--- src/rtl/spiStatusPkg.sv ---
package spiStatusPkg;
  // Strobes from the control module to the datapath; at most one edge strobe per cycle
  typedef struct packed {
    logic startXfer;   // select just fell: snapshot flags, then clear them
    logic endXfer;     // select just rose
    logic sampleBit;   // rising serial clock while selected
    logic shiftOut;    // falling serial clock while selected
    logic loadStatus;  // read-interrupt opcode decoded
  } ctrlStrobe_t;
endpackage

--- src/rtl/spiStatusCtrl.sv ---
module spiStatusCtrl
  import spiStatusPkg::*;
#(
  parameter int SYNC_STAGES = 2,          // must be at least 2
  parameter int CMD_W = 8,
  parameter logic [CMD_W-1:0] OPCODE = 8'h30
) (
  input  logic             clk,
  input  logic             rstN,
  input  logic             ssN,
  input  logic             sclk,
  input  logic             mosi,
  input  logic [CMD_W-1:0] rxByte,
  output logic             mosiBit,
  output ctrlStrobe_t      strb
);
  localparam int CNT_W = $clog2(2 * CMD_W) + 1;
  localparam logic [CNT_W-1:0] CNT_MAX = '1;
  localparam logic [CNT_W-1:0] LAST_CMD_BIT = CNT_W'(CMD_W - 1);

  logic [SYNC_STAGES-1:0] ssPipe, sclkPipe, mosiPipe;
  logic ssPrev, sclkPrev, ssS, sclkS;
  logic [CNT_W-1:0] bitCnt;
  logic decodePend;

  always_ff @(posedge clk or negedge rstN) begin
    if (!rstN) begin
      ssPipe   <= '1;
      sclkPipe <= '0;
      mosiPipe <= '0;
      ssPrev   <= 1'b1;
      sclkPrev <= 1'b0;
    end else begin
      ssPipe   <= {ssPipe[SYNC_STAGES-2:0], ssN};
      sclkPipe <= {sclkPipe[SYNC_STAGES-2:0], sclk};
      mosiPipe <= {mosiPipe[SYNC_STAGES-2:0], mosi};
      ssPrev   <= ssS;
      sclkPrev <= sclkS;
    end
  end

  assign ssS     = ssPipe[SYNC_STAGES-1];
  assign sclkS   = sclkPipe[SYNC_STAGES-1];
  assign mosiBit = mosiPipe[SYNC_STAGES-1];

  always_comb begin
    strb.startXfer  = ssPrev & ~ssS;
    strb.endXfer    = ~ssPrev & ssS;
    strb.sampleBit  = ~ssS & ~sclkPrev & sclkS;
    strb.shiftOut   = ~ssS & sclkPrev & ~sclkS;
    strb.loadStatus = decodePend && (rxByte == OPCODE);
  end

  // Bit counter saturates so that later bytes never decode again
  always_ff @(posedge clk or negedge rstN) begin
    if (!rstN) begin
      bitCnt     <= '0;
      decodePend <= 1'b0;
    end else begin
      decodePend <= strb.sampleBit && (bitCnt == LAST_CMD_BIT);
      if (strb.startXfer)
        bitCnt <= '0;
      else if (strb.sampleBit && bitCnt != CNT_MAX)
        bitCnt <= bitCnt + 1'b1;
    end
  end
endmodule

--- src/rtl/spiStatusData.sv ---
module spiStatusData
  import spiStatusPkg::*;
#(
  parameter int CMD_W = 8
) (
  input  logic             clk,
  input  logic             rstN,
  input  ctrlStrobe_t      strb,
  input  logic             mosiBit,
  input  logic             opActive,
  input  logic             modePlay,
  input  logic             ovfEvent,
  input  logic             eomEvent,
  output logic [CMD_W-1:0] rxByte,
  output logic             misoBit,
  output logic             ovfFlag,
  output logic             eomFlag
);
  localparam int PAD_W = CMD_W - 2;

  logic [CMD_W-1:0] snapshot, txShift;
  logic ovfHit, eomHit;

  assign ovfHit = ovfEvent & opActive;
  assign eomHit = eomEvent & opActive & modePlay;

  // Flags: a new event wins over the clear at the start of a transfer
  always_ff @(posedge clk or negedge rstN) begin
    if (!rstN) begin
      ovfFlag  <= 1'b0;
      eomFlag  <= 1'b0;
      snapshot <= '0;
    end else begin
      ovfFlag <= (ovfFlag & ~strb.startXfer) | ovfHit;
      eomFlag <= (eomFlag & ~strb.startXfer) | eomHit;
      if (strb.startXfer)
        snapshot <= {{PAD_W{1'b0}}, eomFlag, ovfFlag};
    end
  end

  always_ff @(posedge clk or negedge rstN) begin
    if (!rstN) begin
      rxByte  <= '0;
      txShift <= '0;
      misoBit <= 1'b0;
    end else if (strb.startXfer || strb.endXfer) begin
      rxByte  <= '0;
      txShift <= '0;
      misoBit <= 1'b0;
    end else begin
      if (strb.sampleBit)
        rxByte <= {rxByte[CMD_W-2:0], mosiBit};
      if (strb.loadStatus)
        txShift <= snapshot;
      else if (strb.shiftOut) begin
        txShift <= txShift >> 1;
        misoBit <= txShift[0];
      end
    end
  end
endmodule

--- src/rtl/spiStatusPort.sv ---
module spiStatusPort
  import spiStatusPkg::*;
#(
  parameter int SYNC_STAGES = 2,
  parameter int CMD_W = 8,
  parameter logic [CMD_W-1:0] OPCODE = 8'h30
) (
  input  logic clk,
  input  logic rstN,
  input  logic ssN,
  input  logic sclk,
  input  logic mosi,
  output logic miso,
  output logic misoEn,
  output logic intDrive,
  input  logic opActive,
  input  logic modePlay,
  input  logic ovfEvent,
  input  logic eomEvent
);
  ctrlStrobe_t strb;
  logic [CMD_W-1:0] rxByte;
  logic mosiBit, ovfFlag, eomFlag;

  spiStatusCtrl #(.SYNC_STAGES(SYNC_STAGES), .CMD_W(CMD_W), .OPCODE(OPCODE)) uCtrl (
    .clk(clk), .rstN(rstN), .ssN(ssN), .sclk(sclk), .mosi(mosi),
    .rxByte(rxByte), .mosiBit(mosiBit), .strb(strb)
  );

  spiStatusData #(.CMD_W(CMD_W)) uData (
    .clk(clk), .rstN(rstN), .strb(strb), .mosiBit(mosiBit),
    .opActive(opActive), .modePlay(modePlay),
    .ovfEvent(ovfEvent), .eomEvent(eomEvent),
    .rxByte(rxByte), .misoBit(miso), .ovfFlag(ovfFlag), .eomFlag(eomFlag)
  );

  assign misoEn   = ~ssN;
  assign intDrive = ovfFlag | eomFlag;
endmodule

--- config.mk ---
export PLATFORM = sky130hd
export DESIGN_NAME = spiStatusPort
export DESIGN_NICKNAME = d
export VERILOG_FILES = /design/src/rtl/spiStatusPkg.sv /design/src/rtl/spiStatusCtrl.sv /design/src/rtl/spiStatusData.sv /design/src/rtl/spiStatusPort.sv
export SDC_FILE = /design/constraint.sdc
export NUM_CORES = 1
export LEC_CHECK = 0
export BUFFER_PORTS_ARGS = -buffer_cell sky130_fd_sc_hd__buf_2
export CORE_MARGIN = 2
export CORE_UTILIZATION = 32
export DETAILED_ROUTE_END_ITERATION = 12
export SETUP_SLACK_MARGIN = 0.5
export SLEW_MARGIN = 30
export SYNTH_ARGS = -nofsm -noshare
export SYNTH_HDL_FRONTEND = slang
export SYNTH_SLANG_ARGS = --single-unit
--- constraint.sdc ---
create_clock -name clk -period 2.5 [get_ports clk]
set_input_delay 0.5 -clock clk [delete_from_list [all_inputs] [get_ports clk]]
set_output_delay 0.5 -clock clk [all_outputs]
set_load 0.01 [all_outputs]
==> metrics, run 1 <==
status=completed; Tcrit/Tclk final=0.753; Yosys warnings=0; Design Power=0.989 mW; Syn Inst Count=94; Clock Path Buffers=2; multiplexer share of the synthesized area=0.113; Final Hold Viols=0; Worst R2R End=uCtrl.bitCnt[3]; via count=around 720; first-pass GRT wire length=about 3.4 mm; Chip Height=about 65 um; R2R Setup Slk=a little over 600 ps; hpwl dp=between 1 and 1.5 mm; Crit path top cell by count=ha_1; post-synthesis register bit count=29; clock slew at reported path FFs=around 60 ps; DR iter-0 viols=18; maximum vdd drop=approximately 0.37 mV; post-synth cell types=26; M2 GR Usage=0.167; post-synthesis compound-gate area fraction=0.0277; CTS Buf Count=5; Root Buffer=clkbuf_8; Pins Over Slew Limit=0; Die X=approximately 65 um; RePlAce Congestion=~0.7; critical path, cell by cell=ha_1, and3_1, ha_1, nor4b_4, buf_4, nand4_1, xor2_1, nor2_1; reg2reg start=uCtrl.bitCnt[0]; Final nets=roughly 130; power per cell area=between 700 and 800 mW/mm^2; Crit path arrival time=around 2000 ps; largest family of logic cells by synthesized area=simple AND/OR/NAND/NOR gates; DRC violations left=0; largest net degree at the start of global routing=30; Synth Area in Simple Gates=0.159; setup TNS=0 ps; Worst Path Max Fanout=5; Largest stage delay, worst path=roughly 400 ps; CTS tree=built; H-tree depth=2; critical path class=register to register; clk sinks=29; slowest CP cell=dfrtp_1; Post-Syn Nets=approximately 110; Post-CTS Hold Buffers=0; share of layout cells above drive strength 1=0.254; n_diodes=0; post-CTS resize count=0; final setup margin=619 ps; IO buf count=11; CP startpoint kind=register; initial antenna violation count=0; vias in the first global route=roughly 740; CP Data Required Time=about 2700 ps; Die ar.=about 0.0042 mm^2; CP Capture Type=register; max cap viols=0; Hold/Removal Path Class=primary input to async pin; antenna-violating nets left=0; RSZ-0062 raised after global routing=false; Detailed Routing Iterations Pass 1=4; global routing's busiest layer=met2; Clock Latency Late Sink=about 270 ps; Routed WL per cell=approximately 12 um; Syn Std Cell Area=around 0.0012 mm^2; sequential area share after synthesis=0.620; Slew HR=0.587; syn avg cell area=between 10 and 15 um^2; final WL=approximately 1.9 mm; clk_skew=approximately 1.7 ps; total track usage=0.110; Leakage=approximately 0.66 nW; Fmax=between 500 and 600 MHz; Initial Util=0.326; slew at the pin with the worst max-slew slack=just over 600 ps; XOR/XNOR Fraction of Synth Area=0.0223; num ports=12; Vias/cell=roughly 4.5; synthesis-to-layout area growth=19.6%; Synth Area in Adders=0.0319; Core Box Area=~0.0036 mm^2; row count=22; met1 usage=0.137; GR Overflow Total=0; Worst Reg-to-Reg Cells=8; M3 GR Usage=0.0486; min cycle time layout=1880 ps; setup bufs post-CTS=0; pre-CTS setup slack=626 ps; Final setup viols=0
## stage by stage
stage	cell area, um^2	util	instances	hold WS, ps
5_1_grt	1410	0.390	162	292
4_1_cts	1390	0.386	160	256
3_3_place_gp	1290	0.358	152	336
2_1_floorplan	1180	-	94	204
6_report	1410	0.390	162	238
3_5_place_dp	1290	0.358	152	338
## per-layer routing
metal / wire (um) / share of wire
met1: 860 / 0.45
met3: 108 / 0.057
met2: 909 / 0.48
met5: 0 / 0
met4: 20 / 0.011
## sequential cells by signal (all words and copies together) (netlist names)
signal            flops
uData.snapshot        2
uCtrl.sclkPrev        1
uCtrl.bitCnt          5
uCtrl.ssPipe          2
uData.misoBit         1
uCtrl.ssPrev          1
uData.txShift         2
uCtrl.mosiPipe        2
uData.ovfFlag         1
uCtrl.decodePend      1
uData.rxByte          8
uCtrl.sclkPipe        2
uData.eomFlag         1
## report_power, final
group / total, mW / internal, mW / switching [mW] / leakage (nW)
Clock: 0.410 / 0.248 / 0.162 / 0.0542
Combinational: 0.0699 / 0.0319 / 0.0381 / 0.236
Sequential: 0.509 / 0.495 / 0.0146 / 0.373
Total: 0.989 / 0.775 / 0.215 / 0.663
## final cells by class
cell class,count,area (um^2)
flip-flops and latches,29,729
clock buffers,7,96.3
inverters,6,22.5
multi-input cells,57,415
clock inverters,1,5.00
fillers,356,2200
repair buffers,14,77.6
well taps,48,60.1
## critical path, delay by kind of cell (launching register included)
kind                     cells  cell delay (ps)
buffers and inverters        1              180
AND/OR/NAND/NOR              4              580
flip-flops                   1              400
XOR/XNOR                     1              160
adder cells (fa/ha/maj)      2              450
## placed cells by master (no fill, tap or decap), types with 2 or more instances in the layout
master	synthesis	layout
o21ai_0	4	4
nand4_1	2	2
nor2_1	14	14
clkbuf_8	0	7
nand2_1	5	5
mux2_2	2	2
mux2i_1	11	11
xor2_1	2	2
buf_2	1	11
nand3_1	2	2
dfstp_2	3	3
dfrtp_1	26	26
nor3_1	2	2
ha_1	3	3
inv_1	5	5
buf_4	0	3
## worst max-delay path by stage
| stage | from | slack [ps] | to |
|---|---|---|---|
| after floorplan | uCtrl.bitCnt[0] | 750 | uCtrl.bitCnt[3] |
| after global placement | uCtrl.bitCnt[0] | 710 | uCtrl.bitCnt[3] |
| after detailed placement | uCtrl.bitCnt[0] | 630 | uCtrl.bitCnt[3] |
| after CTS | uCtrl.bitCnt[0] | 620 | uCtrl.bitCnt[3] |
| after global routing | uCtrl.bitCnt[0] | 500 | uCtrl.bitCnt[3] |
| final | uCtrl.bitCnt[0] | 620 | uCtrl.bitCnt[3] |
## kinds of logic (layout without fill, tap and decap cells)
| family | after synthesis | count (layout) |
|---|---|---|
| compound gates | 6 | 6 |
| simple gates | 32 | 32 |
| xor+xnor | 3 | 3 |
| fa+ha+maj | 3 | 3 |
| mux | 13 | 13 |
| flops | 29 | 29 |
| buf+inv | 8 | 28 |
## synthesized netlist by cell type
cell type / count / area [um^2]
inv_1: 5 / 18.8
mux2_2: 2 / 22.5
nor2_1: 14 / 52.6
nor3_1: 2 / 10.0
o21ai_0: 4 / 20.0
nor4b_1: 1 / 8.76
nand4b_1: 1 / 8.76
nand4_1: 2 / 12.5
xnor2_1: 1 / 8.76
nor4b_4: 1 / 23.8
nand2_1: 5 / 18.8
clkinv_1: 1 / 3.75
buf_2: 1 / 5.00
ha_1: 3 / 37.5
and4bb_1: 1 / 12.5
or3b_1: 1 / 8.76
dfstp_2: 3 / 78.8
nand3_1: 2 / 10.0
clkbuf_1: 1 / 3.75
xor2_1: 2 / 17.5
dfrtp_1: 26 / 651
and4b_4: 1 / 13.8
and3_1: 1 / 6.26
a21oi_1: 1 / 5.00
mux2i_1: 11 / 110
a211oi_1: 1 / 7.51
No activity file was read; power rests on OpenSTA's default activity.
==> run 2: changes to the inputs <==
clock period = 1.63 ns   (was 2.5 ns; I/O delays follow)
==> run 2 against run 1 <==
Design area grew 13%. Largest power group unchanged. Core utilization grew 5.1 points. Clock power grew 56%. First-iteration DRC count shrank 67%. The run now ends with negative setup slack left.
==> metrics, run 2 (synthesized netlist as in run 1, its figures left out) <==
synthesis-to-layout area growth=35.3%; Clock Latency Late Sink=280 ps (about the same); Core Box Area=0.00361 mm^2 (unchanged); critical path class=register to register; Final setup viols=4 (+4); Die ar.=0.00418 mm^2 (unchanged); register with the most flip-flops=uData.rxByte; GR Overflow Total=0 (unchanged); setup TNS=-207 ps (-207 ps); Seq. cell area=729 um^2 (unchanged); Design Power=1.58 mW (+60%); RSZ-0062 raised after global routing=true; Initial Util=0.326 (unchanged); most frequent cells in the layout=dfrtp_1 (26), buf_4 (18), nor2_1 (14); met3 WL=102 um (-5.6%); # fillers=339 (-4.8%); Tcrit/Tclk final=1.04 (+0.290); CP startpoint kind=register; max reg flops=8 (unchanged); share of layout cells above drive strength 1=0.438 (+0.184); most common cell after layout, fill and taps aside=dfrtp_1; Root Buffer=clkbuf_8; Pins Over Slew Limit=0 (unchanged); RePlAce Congestion=0.693 (-2.9%); IO buf count=11 (unchanged); Crit path arrival time=1870 ps (-160 ps); num ports=12 (unchanged); DRC violations left=0 (unchanged); final WL=2.19 mm (+15%); pre-CTS setup slack=-102 ps (-728 ps); Leakage=0.749 nW (+13%); DR iter-0 viols=6 (-12); via count=813 (+13%); n_diodes=0 (unchanged); first-pass GRT wire length=3.89 mm (+16%); maximum vdd drop=0.653 mV (+76%); power per cell area=993 mW/mm^2 (+41%); total area of multi-input combinational cells=478 um^2 (+15%); failing checks=negative setup slack; met1 wire length=909 um (+5.7%); final std cells w/o fill=178 (+9.9%); R2R Setup Slk=-70 ps (-690 ps); Slew HR=0.580 (-0.00674); row count=22 (unchanged); max cap viols=0 (unchanged); Chip Height=64.6 um (unchanged); Die X=64.6 um (unchanged); Hold/Removal Path Class=primary input to async pin; Vias/cell=4.57 (+2.5%); hpwl dp=1.38 mm (+2.2%); routed wl met2=1.11 mm (+22%); Final nets=141 (+13%); H-tree depth=2 (unchanged); min cycle time layout=1700 ps (-182 ps); clock slew at reported path FFs=60 ps (about the same); Routed WL per cell=12.3 um (+5.0%); clk sinks=29 (unchanged); total track usage=0.130 (+0.0194); Clock Path Buffers=2 (unchanged); CTS tree=built; status=finished, violations left; largest registers=uData.rxByte: 8 flops, uCtrl.bitCnt: 5 flops; Fmax=589 MHz (+11%); clk_skew=8.93 ps (+7.23 ps); final setup margin=-68.9 ps (-688 ps); Detailed Routing Iterations Pass 1=4 (unchanged); initial antenna violation count=0 (unchanged); CP Capture Type=register; CP Data Required Time=1800 ps (-850 ps); antenna-violating nets left=0 (unchanged); Final Hold Viols=0 (unchanged); Inst Count DP=159 (+4.6%); largest net degree at the start of global routing=30 (unchanged); CTS Buf Count=5 (unchanged); top sig layer=met4; Worst Path Max Fanout=3 (-2); slew at the pin with the worst max-slew slack=630 ps (+10.1 ps); vias in the first global route=829 (+12%)
## run 2: cell count changes in the layout (fill, tap and decap cells not counted), moves of 2 or more
cell	delta
buf_4	+15
ha_1	-3
ha_4	+2
inv_1	-2
inv_2	+2
mux2_2	-2
mux2_4	+2
o21ai_0	-2
o21ai_1	+2
## run 2: critical path, stage by stage, from the launching register on
cell and delay (ps):
dfrtp_1 380, ha_2 190, and3_4 160, ha_4 160, nor4b_4 270, buf_4 190, buf_4 100, xnor2_1 100
nor2_1 50
## run 2: report_power, final
group          total, mW  switching, mW  leakage, nW  internal, mW
logic              0.158         0.0749        0.321        0.0833
clock network      0.641          0.261       0.0542         0.380
registers          0.781         0.0225        0.373         0.759
## run 2: per-layer routing
metal  vias to the layer above  GRT usage
met5                         -          0
met4                         0     0.0798
met3                         5     0.0486
met2                        20      0.201
met1                       397      0.153
li1                        391          -
## run 2: metrics by stage
step           hold slack (ps)  cell area (um^2)   util
2_1_floorplan             30.4              1220      -
3_3_place_gp               333              1370  0.380
3_5_place_dp               336              1370  0.380
4_1_cts                   83.8              1570  0.436
5_1_grt                    103              1590  0.441
6_report                  61.0              1590  0.441
## run 2: area by class of cell
class | count | share of cell area
clock buffer | 7 | 0.0605
tap | 48 | 0.0377
timing repair buffer | 29 | 0.119
timing repair inverter | 1 | 0.00314
multi-input combinational | 57 | 0.300
inverter | 6 | 0.0173
clock inverter | 1 | 0.00314
sequential | 29 | 0.458
## run 2: final timing paths
kind                              startpoint           endpoint  cells after the start
max                          uCtrl.bitCnt[0]    uCtrl.bitCnt[0]                      8
min                                     rstN   uCtrl.decodePend                      1
max reg2reg                  uCtrl.bitCnt[0]    uCtrl.bitCnt[0]                      8
min reg2reg                uCtrl.sclkPipe[0]  uCtrl.sclkPipe[1]                      0
max in group asynchronous               rstN    uData.rxByte[2]                      1
min in group clk                        mosi  uCtrl.mosiPipe[0]                      1
## run 2: repair_timing
action | 4_1_cts | 5_1_grt
endpoints found under the setup margin | 21 | 22
pin swaps | 7 | 2
buffers inserted | 8 | 2
resized for setup | 7 | 3
hold buffers | 0 | 0
gates cloned | 1 | 0
==> run 3: changes to the inputs <==
CTS_CLUSTER_DIAMETER = 50   (was unset)
HOLD_SLACK_MARGIN = 0.05   (was unset)
TNS_END_PERCENT = 50   (was unset)
==> run 3 against run 2 <==
The flow still finishes with violations (negative setup slack). Largest cell class unchanged. Setup slack got worse by 1.8 ps. Routed wire length is 7.0% higher. Sequential share of layout area down 2.5 points. Design area up 6.0%. Largest power group unchanged. Clock skew fell by 4.5 ps. Global-route usage down 0.54 points. Cell count decreased by 1.1%. Die area is the same.
==> metrics, run 3 (synthesized netlist as in run 1, its figures left out) <==
status=finished, violations left; failing checks=negative setup slack; hpwl dp=1.38 mm (+0.20%); most frequent cells in the layout=dfrtp_1 (25), buf_4 (14), buf_2 (11); Vias/cell=4.58 (+0.27%); synthesis-to-layout area growth=43.4%; largest registers=uData.rxByte: 8 flops, uCtrl.bitCnt: 5 flops; row count=22 (unchanged); Final Hold Viols=0 (unchanged); max cap viols=0 (unchanged); DRC violations left=0 (unchanged); Die X=64.6 um (unchanged); global routing's busiest layer=met2; clk sinks=29 (unchanged); Hold WS=69.9 ps (+8.87 ps); Slew HR=0.575 (-0.00506); first-pass GRT wire length=3.89 mm (unchanged); Worst Reg-to-Reg Cells=7 (-1); register with the most flip-flops=uData.rxByte; maximum vdd drop=0.827 mV (+27%); Leakage=0.744 nW (-0.60%); clk_skew=4.45 ps (-4.47 ps); Clock Latency Late Sink=270 ps (about the same); Clock Path Buffers=2 (unchanged); final WL=2.34 mm (+7.0%); Largest stage delay, worst path=380 ps (about the same); Final setup viols=4 (unchanged); Final nets=139 (-1.4%); H-tree depth=2 (unchanged); M3 GR Usage=0.0365 (-0.0122); met1 usage=0.143 (-0.00972); CP Data Required Time=1790 ps (about the same); largest net degree at the start of global routing=30 (unchanged); final setup margin=-70.7 ps (-1.75 ps); RSZ-0062 raised after global routing=true; Pins Over Slew Limit=0 (unchanged); GR Overflow Total=0 (unchanged); min cycle time layout=1700 ps (+1.75 ps); Core Box Area=0.00361 mm^2 (unchanged); RePlAce Congestion=0.818 (+18%); total track usage=0.124 (-0.00537); R2R Setup Slk=-70 ps (about the same); power per cell area=957 mW/mm^2 (-3.7%); critical path class=register to register; most common cell after layout, fill and taps aside=dfrtp_1; Tcrit/Tclk final=1.04 (+0.00107); slowest CP cell=dfrtp_1; vias in the first global route=859 (+3.6%); reg2reg start=uCtrl.bitCnt[1]; clock slew at reported path FFs=60 ps (about the same); Post-CTS Hold Buffers=0 (unchanged); antenna-violating nets left=0 (unchanged); final std cells w/o fill=176 (-1.1%); M2 GR Usage=0.214 (+0.0130); Worst R2R End=uCtrl.bitCnt[1]; Inst Count DP=158 (-0.63%); Worst Path Max Fanout=4 (+1); via count=806 (-0.86%); # fillers=323 (-4.7%); Fmax=588 MHz (-0.10%); critical path, cell by cell=ha_2, and3_4, ha_4, nor4b_4, buf_4, mux2i_1, nor2_1; DR iter-0 viols=19 (+13); Chip Height=64.6 um (unchanged); Root Buffer=clkbuf_8; Initial Util=0.326 (unchanged); setup TNS=-237 ps (-30.3 ps); CTS Buf Count=5 (unchanged); Detailed Routing Iterations Pass 1=4 (unchanged); slew at the pin with the worst max-slew slack=638 ps (+7.59 ps); max reg flops=8 (unchanged); IO buf count=11 (unchanged); n_diodes=0 (unchanged); initial antenna violation count=0 (unchanged); Die ar.=0.00418 mm^2 (unchanged); Routed WL per cell=13.3 um (+8.2%); final instance area=0.00169 mm^2 (+6.0%); CP startpoint kind=register; num ports=12 (unchanged); CP Capture Type=register; Crit path arrival time=1860 ps (about the same); share of layout cells above drive strength 1=0.602 (+0.163); placed cell area=0.00136 mm^2 (-0.55%); pre-CTS setup slack=-116 ps (-13.9 ps); CTS tree=built; Hold/Removal Path Class=primary input to async pin
## run 3: cell count changes in the layout (fill, tap and decap cells not counted), moves of 2 or more
cell,change
mux2i_1,-7
nor2_2,+8
inv_8,+2
mux2i_4,+2
inv_1,-2
buf_4,-4
mux2i_2,+5
nor2_1,-9
buf_6,+2
inv_2,+2
## run 3: stage by stage
step	utilization	power (mW)
CTS	0.435	1.60
floorplan	-	0.862
global route	0.468	1.69
finish	0.468	1.61
global placement	0.378	0.916
detailed placement	0.378	0.920
## run 3: per-layer routing
metal,vias up,wire [um]
li1,390,-
met1,402,1060
met2,10,1190
met3,4,56
met4,0,38
met5,-,0
## run 3: worst max path at each step
stage                                from               to  slack [ps]  cells past startpoint
after floorplan           uCtrl.bitCnt[0]  uCtrl.bitCnt[3]         -50                      7
after global placement    uCtrl.bitCnt[0]  uCtrl.bitCnt[3]         -40                      7
after detailed placement  uCtrl.bitCnt[0]  uCtrl.bitCnt[3]        -120                      7
after CTS                 uCtrl.bitCnt[1]  uCtrl.bitCnt[1]        -130                      7
after global routing      uCtrl.bitCnt[0]  uCtrl.bitCnt[3]        -160                      7
final                     uCtrl.bitCnt[1]  uCtrl.bitCnt[1]         -70                      7
## run 3: power breakdown
| part | switching (mW) | leakage, nW | internal (mW) |
|---|---|---|---|
| clock | 0.264 | 0.0542 | 0.381 |
| sequential | 0.0282 | 0.372 | 0.759 |
| combinational | 0.0879 | 0.318 | 0.0941 |
| total | 0.380 | 0.744 | 1.23 |
## run 3: worst max-delay path: cells and delay by family (launching register included)
kind / cells / cell delay (ps)
fa+ha+maj: 2 / 340
buf+inv: 1 / 190
flops: 1 / 380
simple gates: 3 / 490
mux: 1 / 180
## run 3: final cells by class
type	instances	area, um^2	area share
Sequential cell	29	731	0.433
Inverter	6	30.0	0.0178
Multi-Input combinational cell	57	571	0.338
Timing Repair inverter	1	11.3	0.00668
Tap cell	48	60.1	0.0356
Clock buffer	7	96.3	0.0571
Clock inverter	1	5.00	0.00297
Timing Repair Buffer	27	183	0.108
## run 3: what timing repair did
item,4_1_cts,5_1_grt
endpoints found under the setup margin,20,23
setup buffers,5,4
pin swaps,18,20
resized for setup,17,26
gates cloned,1,0
